`src/rtl/nand_cmd_seq.sv`:
```
module nand_cmd_seq #(
  parameter int T_SETUP = 2,
  parameter int T_PULSE = 3,
  parameter int T_HOLD  = 2,
  parameter int T_WB    = 20,
  parameter int T_CHIP  = 5000,
  parameter int RDY_BIT = 6
) (
  input  logic        clk,
  input  logic        rst_n,
  input  logic        cfg_large,
  input  logic        cfg_bus16,
  input  logic        cfg_has_rb,
  input  logic [15:0] cfg_page_bytes,
  input  logic [15:0] cfg_chip_mib,
  input  logic        req_valid,
  output logic        req_ready,
  input  logic [7:0]  req_cmd,
  input  logic [15:0] req_col,
  input  logic        req_col_en,
  input  logic [23:0] req_page,
  input  logic        req_page_en,
  output logic        done,
  output logic        nand_cle,
  output logic        nand_ale,
  output logic        nand_we_n,
  output logic        nand_re_n,
  output logic [7:0]  nand_dq_out,
  input  logic [7:0]  nand_dq_in,
  input  logic        nand_rb
);
  localparam int TMAX  = (T_CHIP > T_WB) ? T_CHIP : T_WB;
  localparam int CNT_W = $clog2(TMAX + 1) + 1;
  localparam logic [CNT_W-1:0] C_SU = CNT_W'(T_SETUP - 1);
  localparam logic [CNT_W-1:0] C_PU = CNT_W'(T_PULSE - 1);
  localparam logic [CNT_W-1:0] C_HO = CNT_W'(T_HOLD - 1);
  localparam logic [CNT_W-1:0] C_WB = CNT_W'(T_WB - 1);
  localparam logic [CNT_W-1:0] C_CD = CNT_W'(T_CHIP - 1);
  localparam logic [7:0] RDY_MASK = 8'(1 << RDY_BIT);

  typedef enum logic [2:0] {S_IDLE, S_EMIT, S_WB, S_RBW, S_DLY, S_RD, S_RH, S_FIN} st_t;
  typedef enum logic [2:0] {W_NONE, W_RB, W_DLY, W_RST, W_POLL} wm_t;

  st_t              st;
  wm_t              wm, nw;
  logic [8:0]       lst [8];
  logic [8:0]       nb  [8];
  logic [3:0]       len, nn;
  logic [2:0]       idx;
  logic [1:0]       ph;
  logic [CNT_W-1:0] cnt;
  logic             rdy_hit;
  logic [7:0]       opc, pre;
  logic [15:0]      colv;
  logic             pre_en;

  always_comb begin
    for (int i = 0; i < 8; i++) nb[i] = '0;
    nn     = '0;
    opc    = req_cmd;
    pre    = 8'h00;
    pre_en = 1'b0;
    colv   = req_col_en ? req_col : 16'h0;
    if (!cfg_large && req_cmd == 8'h80) begin
      pre_en = 1'b1;
      if (colv >= cfg_page_bytes) begin
        pre  = 8'h50;
        colv = colv - cfg_page_bytes;
      end else if (colv >= 16'd256) begin
        pre  = 8'h01;
        colv = colv - 16'd256;
      end
    end
    if (cfg_large && req_cmd == 8'h50) begin
      opc  = 8'h00;
      colv = colv + cfg_page_bytes;
    end
    if (cfg_bus16) colv = colv >> 1;
    if (pre_en) begin nb[nn[2:0]] = {1'b1, pre}; nn = nn + 4'd1; end
    nb[nn[2:0]] = {1'b1, opc}; nn = nn + 4'd1;
    if (req_col_en) begin
      nb[nn[2:0]] = {1'b0, colv[7:0]}; nn = nn + 4'd1;
      if (cfg_large) begin nb[nn[2:0]] = {1'b0, colv[15:8]}; nn = nn + 4'd1; end
    end
    if (req_page_en) begin
      nb[nn[2:0]] = {1'b0, req_page[7:0]};  nn = nn + 4'd1;
      nb[nn[2:0]] = {1'b0, req_page[15:8]}; nn = nn + 4'd1;
      if (cfg_large && cfg_chip_mib > 16'd128) begin
        nb[nn[2:0]] = {1'b0, req_page[23:16]}; nn = nn + 4'd1;
      end else if (!cfg_large && cfg_chip_mib > 16'd32) begin
        nb[nn[2:0]] = {1'b0, 4'h0, req_page[19:16]}; nn = nn + 4'd1;
      end
    end
    if (cfg_large && opc == 8'h00) begin nb[nn[2:0]] = {1'b1, 8'h30}; nn = nn + 4'd1; end
    case (opc)
      8'h10, 8'h60, 8'hD0, 8'h80, 8'h70: nw = W_NONE;
      8'h15:   nw = cfg_large ? W_NONE : (cfg_has_rb ? W_RB : W_DLY);
      8'hFF:   nw = cfg_has_rb ? W_RB : W_RST;
      default: nw = cfg_has_rb ? W_RB : W_DLY;
    endcase
  end

  always_ff @(posedge clk) begin
    if (!rst_n) begin
      st <= S_IDLE; wm <= W_NONE; len <= '0; idx <= '0; ph <= '0; cnt <= '0; rdy_hit <= 1'b0;
      for (int i = 0; i < 8; i++) lst[i] <= '0;
    end else begin
      case (st)
        S_IDLE: if (req_valid) begin
          for (int i = 0; i < 8; i++) lst[i] <= nb[i];
          len <= nn; wm <= nw; idx <= '0; ph <= 2'd0; cnt <= C_SU; st <= S_EMIT;
        end
        S_EMIT: if (cnt != '0) cnt <= cnt - 1'b1;
          else if (ph == 2'd0) begin ph <= 2'd1; cnt <= C_PU; end
          else if (ph == 2'd1) begin ph <= 2'd2; cnt <= C_HO; end
          else if ({1'b0, idx} != len - 4'd1) begin
            idx <= idx + 3'd1; ph <= 2'd0; cnt <= C_SU;
          end else case (wm)
            W_NONE:       st <= S_FIN;
            W_RB:         begin st <= S_WB;  cnt <= C_WB; end
            W_DLY, W_RST: begin st <= S_DLY; cnt <= C_CD; end
            default:      begin st <= S_RD;  cnt <= C_PU; end
          endcase
        S_WB:  if (cnt != '0) cnt <= cnt - 1'b1; else st <= S_RBW;
        S_RBW: if (nand_rb) st <= S_FIN;
        S_DLY: if (cnt != '0) cnt <= cnt - 1'b1;
          else if (wm == W_RST) begin
            lst[0] <= {1'b1, 8'h70}; len <= 4'd1; idx <= '0; ph <= 2'd0;
            cnt <= C_SU; wm <= W_POLL; st <= S_EMIT;
          end else st <= S_FIN;
        S_RD: if (cnt != '0) cnt <= cnt - 1'b1;
          else begin rdy_hit <= |(nand_dq_in & RDY_MASK); cnt <= C_HO; st <= S_RH; end
        S_RH: if (cnt != '0) cnt <= cnt - 1'b1;
          else if (rdy_hit) st <= S_FIN;
          else begin cnt <= C_PU; st <= S_RD; end
        default: st <= S_IDLE;
      endcase
    end
  end

  wire [8:0] cur = lst[idx];
  assign req_ready   = (st == S_IDLE);
  assign done        = (st == S_FIN);
  assign nand_cle    = (st == S_EMIT) &&  cur[8];
  assign nand_ale    = (st == S_EMIT) && !cur[8];
  assign nand_we_n   = !((st == S_EMIT) && ph == 2'd1);
  assign nand_re_n   = (st != S_RD);
  assign nand_dq_out = (st == S_EMIT) ? cur[7:0] : 8'h00;

  assert_strobe_qualified_R2: assert property (@(posedge clk) disable iff (!rst_n)
    !nand_we_n |-> (nand_cle ^ nand_ale));
  assert_bus_stable_R2: assert property (@(posedge clk) disable iff (!rst_n)
    (!nand_we_n && !$past(nand_we_n)) |-> ($stable(nand_dq_out) && $stable(nand_cle) && $stable(nand_ale)));
  assert_done_single_R1: assert property (@(posedge clk) disable iff (!rst_n)
    done |=> (!done && req_ready));
  assert_accept_only_valid_R1: assert property (@(posedge clk) disable iff (!rst_n)
    $fell(req_ready) |-> $past(req_valid));
  assert_read_quiet_R11: assert property (@(posedge clk) disable iff (!rst_n)
    !nand_re_n |-> (nand_we_n && !nand_cle && !nand_ale));
  assert_strobes_exclusive_R11: assert property (@(posedge clk) disable iff (!rst_n)
    !(!nand_re_n && !nand_we_n));
endmodule

```
`config.mk`:
```
export PLATFORM = sky130hd
export DESIGN_NAME = nand_cmd_seq
export DESIGN_NICKNAME = d
export VERILOG_FILES = /design/src/rtl/nand_cmd_seq.sv
export SDC_FILE = /design/constraint.sdc
export NUM_CORES = 1
export LEC_CHECK = 0
export ABC_AREA = 1
export CAP_MARGIN = 0
export CORE_ASPECT_RATIO = 0.5
export CORE_MARGIN = 2
export CORE_UTILIZATION = 39
export CTS_CLUSTER_SIZE = 14
export DETAILED_ROUTE_END_ITERATION = 10
export SYNTH_ARGS = -nofsm -noshare
export SYNTH_HDL_FRONTEND = slang
export SYNTH_SLANG_ARGS = --single-unit
```
`constraint.sdc`:
```
create_clock -name clk -period 5.8 [get_ports clk]
set_input_delay 1.16 -clock clk [delete_from_list [all_inputs] [get_ports clk]]
set_output_delay 1.16 -clock clk [all_outputs]
set_load 0.02 [all_outputs]
```
==> flow_summary.yaml <==
grt:
  grt_overflow: 0
  grt_pass1_vias: 10500
  grt.met3_usage_pct: 3.37
  antenna_found_initial: 0
  use_met1_pct: 34.0
  use_met2_pct: 42.9
  busiest_layer: "met2"
  grt_max_degree: 53
  grt_use_total_pct: 25.5
  grt_pass1_wl_mm: 55.6
routing:
  drtPass1Iterations: 5
  drt-total-wl_mm: 35.2
  drt_iter0_drc: 1006
  drtAntennaViolNets: 0
  drc_errors: 0
  wl_per_cell_um: 17.5
  vias: 11100
  vias_per_cell: 5.51
timing:
  hold_ws_ns: 0.479
  rsz0062_at_grt: "no"
  setup-violations-final: 0
  setup_tns_ns: 0
  timing.fmax_mhz: 187
  period_needed_ns: 5.35
  skew_ns: 0.00472
  worstMarginPinSlew_ns: 0.975
  period_share_pct: 92.3
  drv_slew: 0
  slew-limit-headroom_pct: 34.2
  setup_ws_ns: 0.447
  hold_viol: 0
synth:
  syn_area_per_cell_um2: 6.51
  synth_top_family_by_area: "simple AND/OR/NAND/NOR gates"
  yosysUniqueCellTypes: 68
  synth_seq_area_share_pct: 26.1
  syn_nets: 1699
  ys.flop_type: "edfxtp_1"
  netlist_instances: 1556
  synth-seq-cells: 105
  async_reset_ff_share_pct: 0
  synthMuxAreaShare_pct: 0
  synth_fa_ha_area_share_pct: 5.76
  synth-simple-area-share_pct: 33.8
  synthesis.area_mm2: 0.0101
  synth_edf_count: 54
  yosys_warnings: 0
  synth_compound_area_share_pct: 21.1
  yosys.area_share.xor_xnor_pct: 3.20
clocking:
  cts_resized: 0
  clk_pin_slew_worst_paths_ns: 0.07
  cts_tree: "built"
  clock_latency_ns: 0.36
  cts_made_buffers: 9
  htree_levels: 3
  post_cts_buffers: 0
  clockBufferDepth: 2
  ctsRootBufferMaster: "clkbuf_16"
  clock-sinks: 105
  cts_hold_buf: 0
pwr:
  ir_drop_mv: 0.189
  p_leak_nw: 5.30
  p_total_mw: 3.65
  powerDensity_mw_per_mm2: 303
layout:
  area_delta_synth_final_pct: 18.9
  drive_gt1_share_pct: 8.32
  fin_nets: 1809
  num-fill-cells: 2663
  antennaDiodeCount: 0
die:
  core_mm2: 0.0253
  boundaryPins: 111
  dieArea_mm2: 0.0273
  initial_utilization_pct: 39.9
  dieWidth_um: 232
  die_h_um: 118
  core.rowCount: 41
min_path:
  hold_path_class: "reg2reg"
setup_path:
  crit_arrival_ns: 5.57
  worstPathMaxFanout: 8
  critPathLaunchType: "primary input"
  end_kind: "register"
  worstPathRequired_ns: 6.01
  crit_type: "in2reg"
place:
  io_buffer_count: 103
  place_hpwl_mm: 27.9
  post-place-ws_ns: 0.0115
  gp_congestion: 0.976
status:
  status: "finished, final reports clean"
job:
  drv_cap: 0
## metrics by stage
stage | cell area, um2 | util (%) | std cells
floorplan | 10100 | - | 1556
global placement | 11700 | 46.1 | 1999
detailed placement | 11700 | 46.1 | 1999
CTS | 12000 | 47.4 | 2015
global route | 12000 | 47.5 | 2015
finish | 12000 | 47.5 | 2015
## synthesized netlist by cell type, types with 13 or more instances
cell      count  share of area (%)
o22ai_1      17                1.1
a31oi_1      13               0.80
edfxtp_1     54                 16
dfxtp_1      51                 10
nand3_1     154                7.6
nor3_1       14               0.69
o21ai_0     123                6.1
clkbuf_1     30                1.1
ha_1         45                5.6
inv_2        17               0.63
nor2_1      172                6.4
inv_1       194                7.2
nand2_1     322                 12
nand4_1      21                1.3
xor2_1       25                2.2
a21oi_1     122                6.0
## cells in the final DEF (no fill, tap or decap), drive strengths merged, types with 4 or more instances in the layout
master,count
edfxtp,54
buf,41
o21ai,132
o21a,5
o211ai,13
a311oi,7
or2,5
nand2,341
xnor2,12
clkbuf,11
nor4,13
nor2,192
dfxtp,51
o22ai,17
a221oi,8
nand3,156
a31oi,14
ha,45
xor2,25
a21oi,124
a211oi,11
inv,212
nor3,15
clkdlybuf4s50,102
nand3b,6
a22oi,4
nand4,21
## routing by layer
layer	vias up	routed length [um]
li1	5487	-
met1	5217	16100
met2	362	16400
met3	38	2020
met4	0	662
met5	-	0
## flip-flops by register name, indices dropped and copies added (netlist names), named ones only
| name | count |
|---|---|
| cnt | 14 |
| idx | 3 |
| wm | 3 |
| rdy_hit | 1 |
| len | 4 |
| ph | 2 |
| lst | 72 |
| st | 3 |
## where the power goes
| group | total [mW] | switching [mW] | internal, mW |
|---|---|---|---|
| registers | 1.11 | 0.138 | 0.975 |
| clock network | 0.698 | 0.303 | 0.395 |
| logic | 1.83 | 1.20 | 0.635 |
| total | 3.65 | 1.64 | 2.00 |
## critical path: stages
cell and delay, ns:
clkdlybuf4s50_1 0.56, inv_1 0.07, ha_1 0.35, a21oi_1 0.19, o21ai_0 0.16, a21oi_1 0.33
nand2_4 0.14, nand2_1 0.14, nand2_1 0.08, nand2_1 0.06, inv_1 0.04, ha_1 0.20
fa_1 0.42, nand3_1 0.10, nand2_1 0.13, nand3_1 0.13, nand3_1 0.12, a21oi_1 0.14
o21ai_0 0.10, and2_1 0.14, o21ai_0 0.23, nand3_1 0.12, nand3_1 0.14, nand2_1 0.06
nand2_1 0.07, nand3_1 0.07, a21oi_1 0.13
## kinds of logic after synthesis
family,Yosys count
flip-flops,105
AO/OA/AOI/OAI,359
XOR/XNOR,37
buffers and inverters,257
adder cells (fa/ha/maj),46
AND/OR/NAND/NOR,752
## area by class of cell
class / instances / area (um2) / area share, %
clock inverters: 5 / 87.6 / 0.728
multi-input cells: 1194 / 6490 / 53.9
clock buffers: 11 / 243 / 2.02
well taps: 344 / 430 / 3.58
inverters: 213 / 805 / 6.69
repair buffers: 143 / 1340 / 11.1
flip-flops and latches: 105 / 2640 / 22.0
## final timing paths
| check | from | cells after the start | slack [ns] | endpoint |
|---|---|---|---|---|
| setup reg to reg | st[0] | 15 | 2.69 | cnt[13] |
| hold reg to reg | cnt[11] | 2 | 0.48 | cnt[11] |
| setup / recovery | cfg_page_bytes[11] | 27 | 0.45 | lst[2][5] |
| hold / removal | cnt[11] | 2 | 0.48 | cnt[11] |
(Power assumes the default switching activity.)
